File: src/rtl/pfb_pkg.sv
// Shared constants and helpers for the prefetch buffer.
// Assumes an 8-bit control register with hold at bit 6 and flush at bit 5.
package pfb_pkg;
    localparam int CTL_W    = 8;
    localparam int HOLD_BIT = 6;
    localparam int FLSH_BIT = 5;

    // Build the control read image; every other bit reads zero.
    function automatic logic [CTL_W-1:0] ctl_image(input logic hold, input logic flushing);
        logic [CTL_W-1:0] v;
        v           = '0;
        v[HOLD_BIT] = hold;
        v[FLSH_BIT] = flushing;
        return v;
    endfunction
endpackage

File: src/rtl/pfb_ctl_reg.sv
// Control register: holds the hold bit and sequences the self-clearing flush.
// Assumes bus_busy is high whenever an external request is outstanding.
module pfb_ctl_reg
    import pfb_pkg::*;
(
    input  logic             clk,
    input  logic             rst_n,
    input  logic             wr_en,
    input  logic             wr_hold,
    input  logic             wr_flush,
    input  logic             bus_busy,
    output logic             hold,
    output logic             flushing,
    output logic             flush_start,
    output logic [CTL_W-1:0] rdata
);
    // A flush begins in the cycle its write is seen.
    assign flush_start = wr_en && wr_flush;

    // Hold bit follows every register write.
    always_ff @(posedge clk) begin
        if (!rst_n)     hold <= 1'b0;
        else if (wr_en) hold <= wr_hold;
    end

    // Flush stays busy until no bus request remains open.
    always_ff @(posedge clk) begin
        if (!rst_n)                     flushing <= 1'b0;
        else if (flush_start)           flushing <= 1'b1;
        else if (flushing && !bus_busy) flushing <= 1'b0;
    end

    // Read image with reserved bits forced to zero.
    assign rdata = ctl_image(hold, flushing);
endmodule

File: src/rtl/pfb_fifo.sv
// Word FIFO with pointers plus an occupancy count and a whole-buffer flush.
// Assumes the caller never pushes when full and never pops when empty.
module pfb_fifo #(
    parameter int DW    = 32,
    parameter int DEPTH = 4,
    parameter int CW    = $clog2(DEPTH + 1)
) (
    input  logic          clk,
    input  logic          rst_n,
    input  logic          flush,
    input  logic          push,
    input  logic [DW-1:0] push_data,
    input  logic          pop,
    output logic [DW-1:0] head_data,
    output logic [CW-1:0] count
);
    localparam int PW = (DEPTH > 1) ? $clog2(DEPTH) : 1;

    logic [DW-1:0] mem [DEPTH];
    logic [PW-1:0] wr_ptr, rd_ptr;

    // Advance a pointer with wrap at DEPTH.
    function automatic logic [PW-1:0] bump(input logic [PW-1:0] p);
        return (p == PW'(DEPTH - 1)) ? '0 : p + 1'b1;
    endfunction

    // Storage write.
    always_ff @(posedge clk) begin
        if (push && !flush) mem[wr_ptr] <= push_data;
    end

    // Pointer and occupancy update; flush empties everything at once.
    always_ff @(posedge clk) begin
        if (!rst_n || flush) begin
            wr_ptr <= '0;
            rd_ptr <= '0;
            count  <= '0;
        end else begin
            if (push) wr_ptr <= bump(wr_ptr);
            if (pop)  rd_ptr <= bump(rd_ptr);
            case ({push, pop})
                2'b10:   count <= count + 1'b1;
                2'b01:   count <= count - 1'b1;
                default: count <= count;
            endcase
        end
    end

    assign head_data = mem[rd_ptr];
endmodule

File: src/rtl/pfb_fetch.sv
// Fetch issue engine: one outstanding bus request, miss restart, stale discard.
// Assumes bus_ack is a single-cycle pulse answering the open request.
module pfb_fetch #(
    parameter int AW    = 16,
    parameter int DEPTH = 4,
    parameter int CW    = $clog2(DEPTH + 1)
) (
    input  logic          clk,
    input  logic          rst_n,
    input  logic          hold,
    input  logic          flushing,
    input  logic          flush_start,
    input  logic          cpu_req,
    input  logic [AW-1:0] cpu_addr,
    input  logic          hit,
    input  logic [CW-1:0] count,
    input  logic          bus_ack,
    output logic          bus_req,
    output logic [AW-1:0] bus_addr,
    output logic [AW-1:0] fetch_addr,
    output logic          push,
    output logic          flush,
    output logic          demand_pend
);
    logic miss, ack, issue, discard;

    // Classify the current cycle's events.
    always_comb begin
        miss  = cpu_req && !hit && !demand_pend;
        flush = miss || flush_start;
        ack   = bus_req && bus_ack;
        push  = ack && !discard && !flush;
        issue = !bus_req && !flushing && !flush_start && !miss
                && (count < CW'(DEPTH)) && (!hold || demand_pend);
    end

    // Request line and latched address for the external bus.
    always_ff @(posedge clk) begin
        if (!rst_n) begin
            bus_req  <= 1'b0;
            bus_addr <= '0;
        end else if (issue) begin
            bus_req  <= 1'b1;
            bus_addr <= fetch_addr;
        end else if (ack) begin
            bus_req  <= 1'b0;
        end
    end

    // Mark an open request as stale when a flush overtakes it.
    always_ff @(posedge clk) begin
        if (!rst_n || ack)          discard <= 1'b0;
        else if (flush && bus_req)  discard <= 1'b1;
    end

    // Next address to enqueue: restart on miss, rewind on flush, step on fill.
    always_ff @(posedge clk) begin
        if (!rst_n)           fetch_addr <= '0;
        else if (miss)        fetch_addr <= cpu_addr;
        else if (flush_start) fetch_addr <= fetch_addr - AW'(count) + AW'(hit);
        else if (push)        fetch_addr <= fetch_addr + 1'b1;
    end

    // Demand fetch pending between a miss and its data arriving.
    always_ff @(posedge clk) begin
        if (!rst_n)    demand_pend <= 1'b0;
        else if (miss) demand_pend <= 1'b1;
        else if (push) demand_pend <= 1'b0;
    end
endmodule

File: src/rtl/pfb_top.sv
// Prefetch buffer top: control register, fetch engine and word FIFO.
// Assumes the CPU holds cpu_req and cpu_addr stable until cpu_ack.
module pfb_top
    import pfb_pkg::*;
#(
    parameter int AW    = 16,
    parameter int DW    = 32,
    parameter int DEPTH = 4
) (
    input  logic             clk,
    input  logic             rst_n,
    input  logic             cfg_wr,
    input  logic [CTL_W-1:0] cfg_wdata,
    output logic [CTL_W-1:0] cfg_rdata,
    input  logic             cpu_req,
    input  logic [AW-1:0]    cpu_addr,
    output logic             cpu_ack,
    output logic [DW-1:0]    cpu_rdata,
    output logic             bus_req,
    output logic [AW-1:0]    bus_addr,
    input  logic             bus_ack,
    input  logic [DW-1:0]    bus_rdata
);
    localparam int CW = $clog2(DEPTH + 1);

    logic          hold, flushing, flush_start, flush, push, demand_pend, hit;
    logic [CW-1:0] count;
    logic [AW-1:0] fetch_addr, head_addr;

    pfb_ctl_reg u_ctl (
        .clk(clk), .rst_n(rst_n), .wr_en(cfg_wr),
        .wr_hold(cfg_wdata[HOLD_BIT]), .wr_flush(cfg_wdata[FLSH_BIT]),
        .bus_busy(bus_req), .hold(hold), .flushing(flushing),
        .flush_start(flush_start), .rdata(cfg_rdata)
    );

    pfb_fetch #(.AW(AW), .DEPTH(DEPTH), .CW(CW)) u_fetch (
        .clk(clk), .rst_n(rst_n), .hold(hold), .flushing(flushing),
        .flush_start(flush_start), .cpu_req(cpu_req), .cpu_addr(cpu_addr),
        .hit(hit), .count(count), .bus_ack(bus_ack), .bus_req(bus_req),
        .bus_addr(bus_addr), .fetch_addr(fetch_addr), .push(push),
        .flush(flush), .demand_pend(demand_pend)
    );

    pfb_fifo #(.DW(DW), .DEPTH(DEPTH), .CW(CW)) u_fifo (
        .clk(clk), .rst_n(rst_n), .flush(flush), .push(push),
        .push_data(bus_rdata), .pop(hit), .head_data(cpu_rdata), .count(count)
    );

    // Head address is implied by the next fill address minus occupancy.
    always_comb begin
        head_addr = fetch_addr - AW'(count);
        hit       = cpu_req && (count != '0) && (cpu_addr == head_addr);
        cpu_ack   = hit;
    end
endmodule

File: config.mk
export PLATFORM = sky130hd
export DESIGN_NAME = pfb_top
export DESIGN_NICKNAME = d
export VERILOG_FILES = /design/src/rtl/pfb_pkg.sv /design/src/rtl/pfb_ctl_reg.sv /design/src/rtl/pfb_fifo.sv /design/src/rtl/pfb_fetch.sv /design/src/rtl/pfb_top.sv
export SDC_FILE = /design/constraint.sdc
export NUM_CORES = 1
export LEC_CHECK = 0
export ABC_AREA = 1
export CORE_MARGIN = 2
export CORE_UTILIZATION = 55
export DETAILED_ROUTE_END_ITERATION = 7
export HOLD_SLACK_MARGIN = 0.12
export PLACE_DENSITY = 0.91
export SLEW_MARGIN = 0
export SYNTH_ARGS = -nofsm -noshare
export SYNTH_HDL_FRONTEND = slang
export SYNTH_SLANG_ARGS = --single-unit
File: constraint.sdc
create_clock -name clk -period 5.5 [get_ports clk]
set_input_delay 1.1 -clock clk [delete_from_list [all_inputs] [get_ports clk]]
set_output_delay 1.1 -clock clk [all_outputs]
set_load 0.01 [all_outputs]
# Word-level counts from Yosys, hierarchy flattened
# Memory sizes are Yosys's and may differ from the RTL's. A register that Yosys moved wholly into a read port is not among the register bits.
# Cells that the tools add are included.
[word_totals]
register_bits = 44
ramBits = 128
in_bits = 61
output_inout_bits = 58
word_cells = 76
n_memories = 1
[op_classes]
add_sub_neg = 7
order_cmp = 1
eq_ne = 5
muxes = 16
n_reduce_logical = 36
[mem_list]
columns = ["name", "words", "word_bits", "read_ports", "rd_clocked_by_memory_dff", "wr", "line_no", "source"]
rows = [
  ["u_fifo.mem", 4, 32, 1, 1, 1, "pfb_fifo.sv:19", "logic [DW-1:0] mem [DEPTH];"],
]
[ops]
columns = ["operator", "n"]
rows = [
  ["16-bit 2-to-1 mux", 3],
  ["16-bit by 1-bit adder with 16-bit output", 1],
  ["16-bit by 1-bit adder with 16-bit output (second input constant)", 1],
  ["16-bit == test", 1],
  ["1-bit logical AND", 16],
  ["16-bit by 3-bit subtractor with 16-bit output", 1],
  ["1-bit logical NOT", 10],
  ["1-bit 2-to-1 mux", 8],
  ["2-bit 2-to-1 mux", 4],
  ["2-bit nonzero test", 4],
  ["2-bit == test (second input constant)", 3],
  ["3-bit one-hot mux with 2 select lines", 1],
  ["3-bit nonzero test", 2],
  ["2-bit by 1-bit adder with 2-bit output (second input constant)", 2],
  ["1-bit logical OR", 4],
  ["3-bit by 1-bit adder with 3-bit output (second input constant)", 1],
  ["3-bit < comparator (second input constant)", 1],
  ["3-bit by 1-bit subtractor with 3-bit output (second input constant)", 1],
  ["2-bit by 1-bit == test with 1-bit output (second input constant)", 1],
]

# Depth between registers and ports, before layout
# Gate-level depths: netlist of the first run.
[logic_depth]
ltp_word = 12
mapped_depth = 35
mapped_depth_nobuf = 33

# Cells and area by module
# A second synthesis of the first run with hierarchy kept.
[hier_totals]
cells_unflattened = 978
hier_area_um2 = 9002.4
[modules_own_cells]
columns = ["mod", "instances", "cells_per_inst", "area_per_inst_um2", "seq_area_each_um2"]
rows = [
  ["pfb_fifo", 1, 370, 5237.5, 4023.9],
  ["pfb_fetch", 1, 455, 2907.8, 700.7],
  ["pfb_top", 1, 133, 709.4, 0.0],
  ["pfb_ctl_reg", 1, 20, 147.6, 40.0],
]

# Worst setup path before layout of the first run
# OpenSTA, ideal clock, no wires.
[synth_path]
path_kind = "flip-flop to flip-flop"
startpoint = "register u_fetch.fetch_addr[0]"
endpoint = "memory u_fifo.mem[0][0], enable pin"
setup_time_ns = 0.421
t_arrival_ns = 3.635
required_ns = 5.079
path_slack_ns = 1.444
path_stages_with_launch = 19
n_path_buf = 0
period_less_slack_ns = 4.056
cell_sequence = "dfxtp_1 -> inv_1 -> ha_1 -> fa_1 -> inv_1 -> nand2_1 -> nand2_2 -> nand2_1 -> nand2_1 -> inv_1 -> nand2_1 -> nand3_1 -> nor2_1 -> nand3_1 -> nor2_1 -> nand3_2 -> nand2_4 -> nand3_1 -> nor2_1"
[synth_via]
elab_chain_cells = 12
[synth_lines]
columns = ["element", "line_no", "source"]
rows = [
  ["from (decl)", "pfb_fetch.sv:20", "output logic [AW-1:0] fetch_addr,"],
  ["from (signal assigned)", "pfb_fetch.sv:59", "else if (miss) fetch_addr <= cpu_addr;"],
  ["from (signal assigned)", "pfb_fetch.sv:60", "else if (flush_start) fetch_addr <= fetch_addr - AW'(count) + AW'(hit);"],
  ["from (signal assigned)", "pfb_fetch.sv:61", "else if (push) fetch_addr <= fetch_addr + 1'b1;"],
  ["16-bit by 3-bit subtractor with 16-bit output *", "pfb_top.sv:52", "head_addr = fetch_addr - AW'(count);"],
  ["16-bit == test *", "pfb_top.sv:53", "hit = cpu_req && (count != '0) && (cpu_addr == head_addr);"],
  ["1-bit logical AND *", "pfb_top.sv:53", ""],
  ["1-bit logical NOT *", "pfb_fetch.sv:29", "miss = cpu_req && !hit && !demand_pend;"],
  ["1-bit logical AND * (2 in series)", "pfb_fetch.sv:29", ""],
  ["1-bit logical OR *", "pfb_fetch.sv:30", "flush = miss || flush_start;"],
  ["1-bit logical NOT *", "pfb_fifo.sv:29, pfb_fetch.sv:32", ""],
  ["1-bit logical AND", "pfb_fetch.sv:32", "push = ack && !discard && !flush;"],
  ["1-bit logical AND *", "pfb_fifo.sv:29", "if (push && !flush) mem[wr_ptr] <= push_data;"],
  ["1-bit 2-to-1 mux *", "pfb_fifo.sv:29", ""],
  ["1-bit 2-to-1 mux (implied by the code) *", "pfb_fifo.sv:29", ""],
  ["to (decl)", "pfb_fifo.sv:19", ""],
]
# Mark *: on every way between the ends. The rest lies on a longest branch, timed or not.

# Final worst setup path of the first run
[layout_path]
startpoint = "register u_fetch.fetch_addr[0]"
endpoint = "output port cpu_ack"
[layout_via]
elab_chain_cells = 3
[layout_lines]
columns = ["element", "line_no", "source"]
rows = [
  ["16-bit by 3-bit subtractor with 16-bit output", "pfb_top.sv:52", ""],
  ["16-bit == test", "pfb_top.sv:53", ""],
  ["1-bit logical AND", "pfb_top.sv:53", ""],
  ["to (decl)", "pfb_top.sv:17", "output logic cpu_ack,"],
]
# No other way between the ends.

==> results of run 1 <==
==> flip-flops by register name, summed over array words and instances (netlist names), named ones only <==
register and cells:
u_fetch.discard 1, u_fetch.fetch_addr 16, u_fifo.mem 128, u_fifo.rd_ptr 2, u_fetch.bus_req 1, u_fetch.bus_addr 16
u_ctl.hold 1, u_ctl.flushing 1, u_fetch.demand_pend 1, u_fifo.wr_ptr 2, u_fifo.count 3
==> where the power goes <==
part / leakage (nW) / total, mW / internal, mW / switching (mW)
sequential: 1.53 / 1.48 / 1.44 / 0.0393
clock: 0.288 / 1.18 / 0.610 / 0.572
combinational: 2.37 / 0.487 / 0.190 / 0.297
==> cell families after synthesis <==
| family | after synthesis | synth area share [%] |
|---|---|---|
| other | 1 | 0.0432 |
| buffers and inverters | 157 | 7.44 |
| adder cells (fa/ha/maj) | 15 | 2.34 |
| XOR/XNOR | 11 | 1.11 |
| AO/OA/AOI/OAI | 136 | 8.65 |
| AND/OR/NAND/NOR | 511 | 25.5 |
| flip-flops | 174 | 54.9 |
==> cell type report <==
type                            count  area (µm²)
Timing Repair Buffer              119        1160
Clock inverter                     15         166
Inverter                          103         387
Sequential cell                   174        4770
Clock buffer                       17         425
Multi-Input combinational cell    679        3310
Fill cell                        1116        4840
Tap cell                          211         264
==> routing by layer <==
metal  vias up  global-route usage (%)  wire length (µm)
li1       3534                       -                 -
met1      3342                    32.3              8510
met2       367                    44.7             10500
met3        56                    5.41              1900
met4         2                    11.3               639
met5         -                       0                13
==> layout by cell type (no fill, tap or decap), drive strengths merged <==
master           n
a2111oi          1
a21oi           16
buf             13
clkbuf          17
clkdlybuf4s50  106
clkinv           8
clkinvlp         1
conb             6
dfxtp           46
edfxtp         128
fa               2
ha              13
inv            109
nand2          225
nand3           65
nand3b           4
nand4           39
nor2           175
nor3             1
nor4             2
o2111ai          1
o211ai           1
o21ai           80
o21bai           2
o22ai           33
o2bb2ai          1
o32ai            1
xnor2            3
xor2             8
==> worst max-delay path, cell delays in order, from the launching register on <==
cell and delay (ns):
dfxtp_1 0.39, inv_1 0.13, ha_1 0.21, fa_1 0.40
inv_1 0.07, nand2_1 0.15, nand2_2 0.16, nand2_1 0.06
nand2_1 0.13, inv_1 0.07, nand2_1 0.05, nand3_1 0.10
nor2_1 0.10, nand3_1 0.08, nor2_1 0.13, nand3_2 0.08
inv_1 0.23, clkdlybuf4s50_1 0.59
==> per-stage QoR <==
stage	hold WS (ns)	setup slack (ns)	utilization, %	instance area [µm²]
final	0.498	0.828	68.4	10500
after global routing	0.526	0.492	68.4	10500
after global placement	0.451	0.947	64.5	9880
after floorplan	0.437	1.44	-	8690
after detailed placement	0.481	0.919	64.5	9880
after CTS	0.498	0.850	68.4	10500
==> final timing paths <==
kind	cells past startpoint	to
max reg2reg	30	u_fetch.fetch_addr[11]
min reg2reg	2	register
max	17	cpu_ack
min	2	register
==> impl_metrics.ini, run 1 <==
[placed_design]
hpwl_um = 13900
dpl.cell_count = 1286
place.gp.congestion = 0.941
port_buffers = 106

[route]
vias = 7301
drc = 0
first_pass_iters = 5
antenna_left = 0
routed_wl_um = 21500
detail_route.iter0.violations = 599
avgRoutedWirePerCell_um = 16.3
vias_per_cell = 5.54

[die]
num_rows = 45
core_area_um2 = 15300
die_height_um = 130
io_pins = 119
initial_utilization_pct = 56.6
dieArea_um2 = 16800
die_w_um = 130

[yosys]
synth.area.top_cells = edfxtp_1 44%, dfxtp_1 11%, nand2_1 9.4%, nor2_1 7.2%, o21ai_0 4.6%
synthCells = 1005
ys_seq_area_share_pct = 54.9
synthFlopType = edfxtp_1
synth_top_area_share_pct = 44.3
synth_edf_count = 128
ys_ff_latch = 174
syn_avg_cell_area_um2 = 8.63
netlist-cell-type-count = 37
synth_area_um2 = 8670
post-synth-top-area-cell = edfxtp_1
async_flop_share_pct = 0
yosysMostFrequentCell = nand2_1
yosys_warnings = 0
synth_commonest_cells = 218 x nand2_1, 166 x nor2_1, 128 x edfxtp_1

[clock_network]
cts-root-buf = clkbuf_16
clk_latency_ns = 0.44
cts.reportedPaths.clkPinSlew_ns = 0.07
htreeDepth = 4
cts_hold_buf = 0
cts_num_sinks = 174
clk_path_buf_depth = 2
cts_setup_buffers = 0
ctsResizeCount = 0
cts_made_buffers = 17
cts_tree = built

[sta]
rsz0062_at_grt = no
fin_crit_sh_pct = 85.0
setup_viol = 0
maxSlewHeadroom_pct = 27.5
hold_viol = 0
fmax_mhz = 214
worst_pin_slew_ns = 1.09
fin_tns_setup_ns = 0
drv_slew = 0
fin_skew_ns = 0.0140
period_needed_ns = 4.67

[job]
maxCapViolCount = 0

[grt]
gr-usage-all-layers_pct = 26.1
grt_pass1_wl_um = 33900
grt_antenna_before_repair = 1
grt_pass1_vias = 6888
grt_max_degree = 66
overflow = 0

[final_layout]
nets = 1170
drive_above_1_share_pct = 6.59
syn2layout_area_growth_pct = 20.8
diodes = 0
stdcell_count = 1318

[worst_setup_path]
rrSetupSlack_ns = 0.99
critPathLaunch = u_fetch.fetch_addr[0]
worstReg2RegStart = u_fetch.fetch_addr[0]
end_kind = primary output
crit_arrival_ns = 3.57
critPathKind = register to primary output
crit_path_start_kind = register
worstPathRequired_ns = 4.40
cp_max_fo = 6

[pwr]
leakagePower_nw = 4.19
irDropWorstVdd_uv = 269
finalPower_mw = 3.15
p_per_area_nw_per_um2 = 301

[worst_hold_path]
holdCritStartpoint = u_fifo.rd_ptr[1]
min_path_type = register to register

[status]
status = finished clean
Power figures use the tool's default switching activity.
==> run 2, diff against run 1 <==
- CORE_UTILIZATION: 55 -> 50
- PLACE_DENSITY: 0.91 -> 0.88
- clock period: 5.5 -> 4.1 ns (I/O delays scaled with it)
==> run 2 against run 1 <==
Clock skew decreased by 0.0053 ns. Critical path depth up 10. Global-route usage shrank 2.7 points. Routed wire length shrank 0.39%. Sequential share of layout area shrank 1.1 points. Cell area up 2.5%.
==> impl_metrics.ini, run 2 (synthesized netlist as in run 1, its figures left out) <==
[pwr]
p_per_area_nw_per_um2 = 395
leakagePower_nw = 4.30
combPwrFrac_pct = 16.1
pwr-share-clk_pct = 37.0
p_sw_mw = 1.17
irDropWorstVdd_uv = 306
seq_power_share_pct = 46.9
swShare_pct = 27.6
p_int_mw = 3.06

[route]
first_pass_iters = 8
routed_wl_um = 21400
detail_route.iter0.violations = 658
drc = 0
avgRoutedWirePerCell_um = 15.9
vias = 7389
antenna_left = 0
vias_per_cell = 5.48

[sta]
fmax_mhz = 265
period_needed_ns = 3.78
drv_slew = 0
fin_skew_ns = 0.00879
maxSlewHeadroom_pct = 38.1
fin_tns_setup_ns = 0
setup_viol = 0
worst_pin_slew_ns = 0.925
setup_slack_ns = 0.320
fin_crit_sh_pct = 92.2
hold_viol = 0

[clock_network]
cts_num_sinks = 174
clk_path_buf_depth = 2
cts-root-buf = clkbuf_16
htreeDepth = 4
cts_made_buffers = 17
cts_tree = built
clk_latency_ns = 0.43
cts_hold_buf = 0
cts.reportedPaths.clkPinSlew_ns = 0.07

[die]
dieArea_um2 = 18400
die_w_um = 136
io_pins = 119
die_height_um = 136
core_area_um2 = 17100
initial_utilization_pct = 50.7
num_rows = 48

[final_layout]
nets = 1187
regMostFlops = u_fifo.mem
utilization_pct = 62.7
syn2layout_area_growth_pct = 23.7
layout_commonest_cell = nand2_1
reg_top3 = u_fifo.mem x128, u_fetch.bus_addr x16, u_fetch.fetch_addr x16
fin_area_um2 = 10700
largest_reg_flops = 128
diodes = 0
stdcell_count = 1349
final_cell_mix = 212 x nand2_1, 156 x nor2_1, 128 x edfxtp_1, 105 x clkdlybuf4s50_1, 97 x inv_1
drive_above_1_share_pct = 9.43

[grt]
grt_max_degree = 65
grt_antenna_before_repair = 0
gr-usage-all-layers_pct = 23.5
grt_pass1_wl_um = 33400
overflow = 0
grt_pass1_vias = 6879

[placed_design]
hpwl_um = 14100
place.gp.congestion = 0.934
placed_cell_area_um2 = 10100
dpl.cell_count = 1316
post-place-ws_ns = 0.0290
port_buffers = 106

[worst_hold_path]
min_path_type = register to register

[worst_setup_path]
end_kind = register
cp_slowest_stage_delay_ns = 0.55
crit_path_start_kind = register
crit_arrival_ns = 4.11
critPathSlowestCell = fa_2
worstPathRequired_ns = 4.43
critPathKind = register to register
cp_max_fo = 4

[job]
maxCapViolCount = 0

[status]
status = finished clean
-- run 2: path summary, 6_finish.rpt --
check                  startpoint                     to  slack (ns)  depth (start not counted)
hold reg to reg   u_fetch.discard        u_fetch.discard        0.49                          2
hold / removal    u_fetch.discard        u_fetch.discard        0.49                          2
setup reg to reg  u_fifo.count[0]  u_fetch.fetch_addr[8]        0.32                         27
setup / recovery  u_fifo.count[0]  u_fetch.fetch_addr[8]        0.32                         27
-- run 2: cell type report --
cell class / count / area (µm²)
Clock inverter: 15 / 153
Tap cell: 225 / 282
Sequential cell: 174 / 4770
Clock buffer: 17 / 425
Timing Repair Buffer: 136 / 1350
Fill cell: 1349 / 6380
Multi-Input combinational cell: 679 / 3370
Inverter: 103 / 387
-- run 2: worst max-delay path, delay by kind of cell, from the launching register on --
| kind | cells | cell delay, ns |
|---|---|---|
| AOI/OAI and AO/OA | 2 | 0.35 |
| adders and majority gates | 4 | 1.13 |
| buffers and inverters | 3 | 0.21 |
| DFF | 1 | 0.35 |
| and+or+nand+nor | 18 | 1.66 |
-- run 2: through the flow --
| step | power (mW) | hold slack [ns] |
|---|---|---|
| global route | 4.40 | 0.527 |
| detailed placement | 2.68 | 0.468 |
| finish | 4.24 | 0.491 |
| global placement | 2.66 | 0.449 |
| floorplan | 2.44 | 0.437 |
| CTS | 4.24 | 0.483 |
-- run 2: power groups by stage --
stage               Sequential (mW)  Combinational, mW  Clock [mW]
floorplan                      2.02              0.426           0
global placement               2.02              0.643           0
detailed placement             2.02              0.658           0
CTS                            1.98              0.665        1.59
global route                   1.99              0.756        1.66
finish                         1.99              0.681        1.57
-- run 2: repair_timing --
action | in CTS | in global routing
pin swaps | 0 | 4
resized for setup | 2 | 21
setup buffers | 0 | 1
setup endpoints to repair | 1 | 9
-- run 2: metal layers --
layer  vias up  track usage [%]  routed length, µm
met1      3440             28.9               8510
met5         -                0                  0
met2       320             40.3              10500
met4         0             9.55                526
li1       3581                -                  -
met3        48             4.86               1890
